===== config.mk =====
export PLATFORM = sky130hd
export DESIGN_NAME = atomic_rmw_unit
export DESIGN_NICKNAME = d
export VERILOG_FILES = /design/src/rtl/atom_pkg.sv /design/src/rtl/atom_decode.sv /design/src/rtl/atom_alu.sv /design/src/rtl/atom_mem.sv /design/src/rtl/atomic_rmw_unit.sv
export SDC_FILE = /design/constraint.sdc
export NUM_CORES = 2
export LEC_CHECK = 0
export ABC_AREA = 1
export CORE_MARGIN = 8
export CORE_UTILIZATION = 50
export CTS_BUF_LIST = sky130_fd_sc_hd__clkbuf_8
export CTS_CLUSTER_SIZE = 24
export DETAILED_ROUTE_END_ITERATION = 8
export PLACE_DENSITY = 0.72
export SLEW_MARGIN = 20
export SYNTH_ARGS = -nofsm -noshare
export SYNTH_HDL_FRONTEND = slang
export SYNTH_SLANG_ARGS = --single-unit

===== constraint.sdc =====
create_clock -name clk -period 7 [get_ports clk]
set_input_delay 1.75 -clock clk [delete_from_list [all_inputs] [get_ports clk]]
set_output_delay 1.75 -clock clk [all_outputs]
set_load 0.005 [all_outputs]

===== src/rtl/atom_pkg.sv =====
package atom_pkg;
    typedef enum logic [3:0] {
        OP_AND  = 4'd0,
        OP_OR   = 4'd1,
        OP_XOR  = 4'd2,
        OP_CAS  = 4'd3,
        OP_EXCH = 4'd4,
        OP_ADD  = 4'd5,
        OP_SUB  = 4'd6,
        OP_INC  = 4'd7,
        OP_DEC  = 4'd8,
        OP_MAX  = 4'd9,
        OP_MIN  = 4'd10
    } atom_op_e;

    typedef enum logic [1:0] {
        ST_IDLE = 2'd0,
        ST_EXEC = 2'd1,
        ST_RESP = 2'd2
    } atom_state_e;

    localparam int unsigned OP_LAST = 10;
endpackage


===== src/rtl/atom_decode.sv =====
module atom_decode
    import atom_pkg::*;
(
    input  logic [3:0] op_code,
    output logic       legal,
    output logic       is_cas
);
    always_comb begin
        legal  = (32'(op_code) <= OP_LAST);
        is_cas = (op_code == OP_CAS);
    end
endmodule


===== src/rtl/atom_alu.sv =====
module atom_alu
    import atom_pkg::*;
#(
    parameter int DW = 32
) (
    input  logic [3:0]    op_code,
    input  logic [DW-1:0] old_val,
    input  logic [DW-1:0] operand,
    input  logic [DW-1:0] compare,
    input  logic          signed_cmp,
    output logic [DW-1:0] new_val,
    output logic          cas_miss
);
    localparam logic [DW-1:0] ONE = DW'(1);

    logic op_gt;
    logic op_lt;

    always_comb begin
        if (signed_cmp) begin
            op_gt = $signed(operand) > $signed(old_val);
            op_lt = $signed(operand) < $signed(old_val);
        end else begin
            op_gt = operand > old_val;
            op_lt = operand < old_val;
        end
    end

    always_comb begin
        cas_miss = (old_val != compare);
        new_val  = old_val;
        unique case (op_code)
            OP_AND:  new_val = old_val & operand;
            OP_OR:   new_val = old_val | operand;
            OP_XOR:  new_val = old_val ^ operand;
            OP_CAS:  new_val = cas_miss ? old_val : operand;
            OP_EXCH: new_val = operand;
            OP_ADD:  new_val = old_val + operand;
            OP_SUB:  new_val = old_val - operand;
            OP_INC:  new_val = old_val + ONE;
            OP_DEC:  new_val = old_val - ONE;
            OP_MAX:  new_val = op_gt ? operand : old_val;
            OP_MIN:  new_val = op_lt ? operand : old_val;
            default: new_val = old_val;
        endcase
    end
endmodule


===== src/rtl/atom_mem.sv =====
module atom_mem #(
    parameter int DW = 32,
    parameter int AW = 4
) (
    input  logic          clk,
    input  logic          rst_n,
    input  logic [AW-1:0] rd_addr,
    output logic [DW-1:0] rd_data,
    input  logic          wr_en,
    input  logic [AW-1:0] wr_addr,
    input  logic [DW-1:0] wr_data
);
    localparam int DEPTH = 1 << AW;

    logic [DW-1:0] words [DEPTH];

    genvar g;
    generate
        for (g = 0; g < DEPTH; g++) begin : g_word
            always_ff @(posedge clk or negedge rst_n) begin
                if (!rst_n) begin
                    words[g] <= '0;
                end else if (wr_en && (wr_addr == AW'(g))) begin
                    words[g] <= wr_data;
                end
            end
        end
    endgenerate

    assign rd_data = words[rd_addr];
endmodule


===== src/rtl/atomic_rmw_unit.sv =====
module atomic_rmw_unit
    import atom_pkg::*;
#(
    parameter int DW = 32,
    parameter int AW = 4,
    parameter int CW = 16
) (
    input  logic          clk,
    input  logic          rst_n,
    input  logic          req_valid,
    output logic          req_ready,
    input  logic [3:0]    req_op,
    input  logic [AW-1:0] req_addr,
    input  logic [DW-1:0] req_operand,
    input  logic [DW-1:0] req_compare,
    input  logic          req_ret,
    input  logic          req_signed,
    output logic          rsp_valid,
    input  logic          rsp_ready,
    output logic [DW-1:0] rsp_data,
    output logic          err_flag,
    output logic [CW-1:0] cas_attempts,
    output logic [CW-1:0] cas_fails
);
    atom_state_e st_q, st_nx;

    logic [3:0]    op_q;
    logic [AW-1:0] addr_q;
    logic [DW-1:0] opnd_q;
    logic [DW-1:0] cmp_q;
    logic          ret_q;
    logic          sgn_q;

    logic [DW-1:0] rd_data;
    logic [DW-1:0] new_val;
    logic          legal;
    logic          is_cas;
    logic          cas_miss;
    logic          wr_en;
    logic          accept;
    logic [DW-1:0] rsp_q;
    logic          err_q;
    logic [CW-1:0] att_q;
    logic [CW-1:0] fail_q;

    atom_decode u_dec (
        .op_code (op_q),
        .legal   (legal),
        .is_cas  (is_cas)
    );

    atom_alu #(.DW(DW)) u_alu (
        .op_code    (op_q),
        .old_val    (rd_data),
        .operand    (opnd_q),
        .compare    (cmp_q),
        .signed_cmp (sgn_q),
        .new_val    (new_val),
        .cas_miss   (cas_miss)
    );

    atom_mem #(.DW(DW), .AW(AW)) u_mem (
        .clk     (clk),
        .rst_n   (rst_n),
        .rd_addr (addr_q),
        .rd_data (rd_data),
        .wr_en   (wr_en),
        .wr_addr (addr_q),
        .wr_data (new_val)
    );

    // state register
    always_ff @(posedge clk or negedge rst_n) begin
        if (!rst_n) st_q <= ST_IDLE;
        else        st_q <= st_nx;
    end

    // next state and outputs
    always_comb begin
        st_nx     = st_q;
        req_ready = 1'b0;
        rsp_valid = 1'b0;
        wr_en     = 1'b0;
        unique case (st_q)
            ST_IDLE: begin
                req_ready = 1'b1;
                if (req_valid) st_nx = ST_EXEC;
            end
            ST_EXEC: begin
                wr_en = legal;
                st_nx = (legal && ret_q) ? ST_RESP : ST_IDLE;
            end
            ST_RESP: begin
                rsp_valid = 1'b1;
                if (rsp_ready) st_nx = ST_IDLE;
            end
            default: st_nx = ST_IDLE;
        endcase
    end

    assign accept = req_valid && req_ready;

    always_ff @(posedge clk or negedge rst_n) begin
        if (!rst_n) begin
            op_q   <= '0;
            addr_q <= '0;
            opnd_q <= '0;
            cmp_q  <= '0;
            ret_q  <= 1'b0;
            sgn_q  <= 1'b0;
        end else if (accept) begin
            op_q   <= req_op;
            addr_q <= req_addr;
            opnd_q <= req_operand;
            cmp_q  <= req_compare;
            ret_q  <= req_ret;
            sgn_q  <= req_signed;
        end
    end

    always_ff @(posedge clk or negedge rst_n) begin
        if (!rst_n) begin
            rsp_q  <= '0;
            err_q  <= 1'b0;
            att_q  <= '0;
            fail_q <= '0;
        end else if (st_q == ST_EXEC) begin
            rsp_q <= rd_data;
            if (!legal) err_q <= 1'b1;
            if (is_cas) begin
                att_q <= att_q + CW'(1);
                if (cas_miss) fail_q <= fail_q + CW'(1);
            end
        end
    end

    assign rsp_data     = rsp_q;
    assign err_flag     = err_q;
    assign cas_attempts = att_q;
    assign cas_fails    = fail_q;
endmodule


==> results.cfg <==
[cts]
clock_latency_ps = 770
clk_pin_slew_worst_paths_ps = 70
cts_root_buf = clkbuf_8
numCtsBuffers = 110
cts_max_path_buffers = 3
cts_hold_repair.buffers = 0
post_cts_buffers = 0
ctsResizeCount = 0
cts_sinks = 653
cts.htree.levels = 3
cts_tree = built

[power]
pwr-share-seq_pct = 27.6
combPwrFrac_pct = 57.1
p_leak_uw = 0.0231
p_sw_share_pct = 52.7
power_density_nw_per_um2 = 546
p_int_uw = 10800
p_sw_uw = 12100
totalPowerFinal_uw = 22900
pwr-share-clk_pct = 15.4
ir_drop_mv = 0.343

[setup_path]
path_common_cell = nand2_1
reg2reg_depth = 27
crit_end = u_mem.words[70]
arrival_ps = 7080
cpPeakStageDelay_ps = 650
critPathLaunch = addr_q[0]
r2r_setup_slack_ps = 540
cp.required_ps = 7620
worstSetupPathType = reg -> reg
r2r-end = u_mem.words[70]
reg2reg_from = addr_q[0]
slowest_stage = dfrtp_4
endpoint_kind = register
worstSetupStartpointType = register
crit_path_max_fanout = 56

[timing]
rsz0062_at_grt = false
slew_headroom_pct = 31.6
fin_tns_setup_ps = 0
fin_skew_ps = 59.2
worst_pin_slew_ps = 1020
setup_viol = 0
period_needed_ps = 6460
period_share_pct = 92.3
max_freq_mhz = 155
drv_slew = 0
hold_violations = 0

[floorplan]
core_um2 = 74100
die_h_um = 289
start_util_pct = 50.2
ios = 145
dieArea_um2 = 83300
placementRows = 100
die_w_um = 289

[flow_run]
maxCapViolCount = 0

[route]
vias = 36500
viasPerCell = 5.59
drt-pass1-iter-count = 7
routedWlPerCell_um = 20.7
ant_nets = 0
first_iter_violations = 4103
drc = 0
routed_wl_um = 135000

[yosys]
synth_common_cells = nand2_1, dfrtp_1, o21ai_0, inv_1, nor2_1
yosysWarnings = 0
netlist_area_um2 = 37200
synth_cell_types = 50
yosysTopAreaCell = dfrtp_1
synth-main-ff-cell = dfrtp_1
synth_nets = 5598
ys_ff_latch = 653
async_flop_share_pct = 100
syn_inst = 5389
synthMostInstantiatedCell = nand2_1
synth_edf_count = 0
avgSynthCellArea_um2 = 6.90
seq_area_frac_synth_pct = 44.0
yosysTopAreaCellShare_pct = 44.0
synth.area.top_cells = dfrtp_1, nand2_1, ha_1

[global_route]
antenna_found_initial = 3
grt_pass1_wl_um = 208000
gr-total-overflow = 0
grt_util_met1_pct = 41.8
grt_max_degree = 137
met3_usage_pct = 5.95
top_usage_layer = met2
grtUsageMet2_pct = 51.5
track_usage_pct = 32.2
grt_pass1_vias = 35200

[finish]
instances_no_fill = 6532
layout-drive-gt1-share_pct = 6.53
syn2layout_area_growth_pct = 12.9
fin_nets = 5686

[placement]
port_buffers = 144
dp_hpwl_um = 86900
gp_congestion = 1.04
dp_cells = 6334

[hold_path]
hp-class = reg -> reg

[status]
status = finished, final reports clean
-- power groups by stage --
stage                     combinational, uW  clock, uW  sequential [uW]
final                                 13100       3520             6320
after global routing                  14200       3710             6480
after CTS                             12800       3540             6270
after detailed placement              12700          0             6310
after global placement                12600          0             6300
after floorplan                        8480          0             6000
-- registers in the layout, indices dropped and copies added, names as in the netlist --
signal	flops
addr_q	4
cas_attempts	16
cas_fails	16
cmp_q	32
err_flag	1
op_q	4
opnd_q	32
ret_q	1
rsp_data	32
sgn_q	1
st_q	2
u_mem.words	512
-- worst min-delay path by stage --
| stage | depth (start not counted) | slack, ps | end | start |
|---|---|---|---|---|
| after floorplan | 2 | 450 | sgn_q | sgn_q |
| after global routing | 1 | 490 | cas_attempts[15] | cas_attempts[15] |
| after global placement | 2 | 460 | u_mem.words[119] | u_mem.words[119] |
| final | 1 | 470 | cas_attempts[15] | cas_attempts[15] |
| after CTS | 1 | 470 | cas_attempts[15] | cas_attempts[15] |
| after detailed placement | 1 | 460 | cas_attempts[15] | cas_attempts[15] |
-- routing by layer --
| metal | part of all wire [%] | up-vias |
|---|---|---|
| li1 | - | 16900 |
| met2 | 46 | 1964 |
| met4 | 5.3 | 2 |
| met1 | 39 | 17200 |
| met5 | 0.0052 | - |
| met3 | 9.9 | 431 |
-- through the flow --
stage	area, um^2	hold slack (ps)	setup WS, ps	util, %
3_3_place_gp	39700	461	873	53.6
6_report	42000	472	536	56.6
5_1_grt	42000	486	135	56.6
3_5_place_dp	39700	459	739	53.6
4_1_cts	42000	474	706	56.6
2_1_floorplan	37200	449	2890	-
-- final cells by class --
| cell class | instances | area, um^2 |
|---|---|---|
| timing repair buffer | 244 | 2370 |
| fill | 7057 | 32100 |
| clock buffer | 138 | 1900 |
| antenna | 1 | 2.50 |
| clock inverter | 59 | 338 |
| sequential | 653 | 16300 |
| tap | 969 | 1210 |
| multi-input combinational | 4225 | 18900 |
| inverter | 243 | 922 |
-- logic make-up after synthesis --
family                     Yosys count  share of synthesized area [%]
adders and majority gates          131                           4.43
AOI/OAI and AO/OA                  431                           6.46
xor gates and xnor gates            41                          0.966
DFF                                653                           44.0
buffers and inverters              511                           5.67
and+or+nand+nor                   3622                           38.5
-- layout by cell type, fill, tap and decap left out, drive strengths merged, types with 2 or more instances in the layout --
| master | n |
|---|---|
| o31ai | 5 |
| clkdlybuf4s50 | 143 |
| nor4 | 11 |
| o221ai | 2 |
| nand3b | 11 |
| nand2 | 3082 |
| o211ai | 15 |
| nand3 | 172 |
| clkbuf | 138 |
| a21boi | 2 |
| dfrtp | 653 |
| xnor2 | 12 |
| inv | 280 |
| ha | 130 |
| nor2 | 259 |
| a21o | 4 |
| o21bai | 4 |
| o22ai | 9 |
| clkinv | 21 |
| buf | 101 |
| a31oi | 7 |
| nand4 | 26 |
| o21ai | 254 |
| or2 | 11 |
| a21oi | 93 |
| xor2 | 29 |
| nor3 | 48 |
| o221a | 4 |
| a211oi | 3 |
| a221oi | 23 |
| o21a | 2 |
-- worst max-delay path, delay by kind of cell, from the launching register on --
kind / cells / cell delay (ps)
simple gates: 22 / 4200
buf+inv: 3 / 920
compound gates: 1 / 150
flops: 1 / 650
fa+ha+maj: 1 / 300
Note: power is estimated with default switching activity, not from simulation.
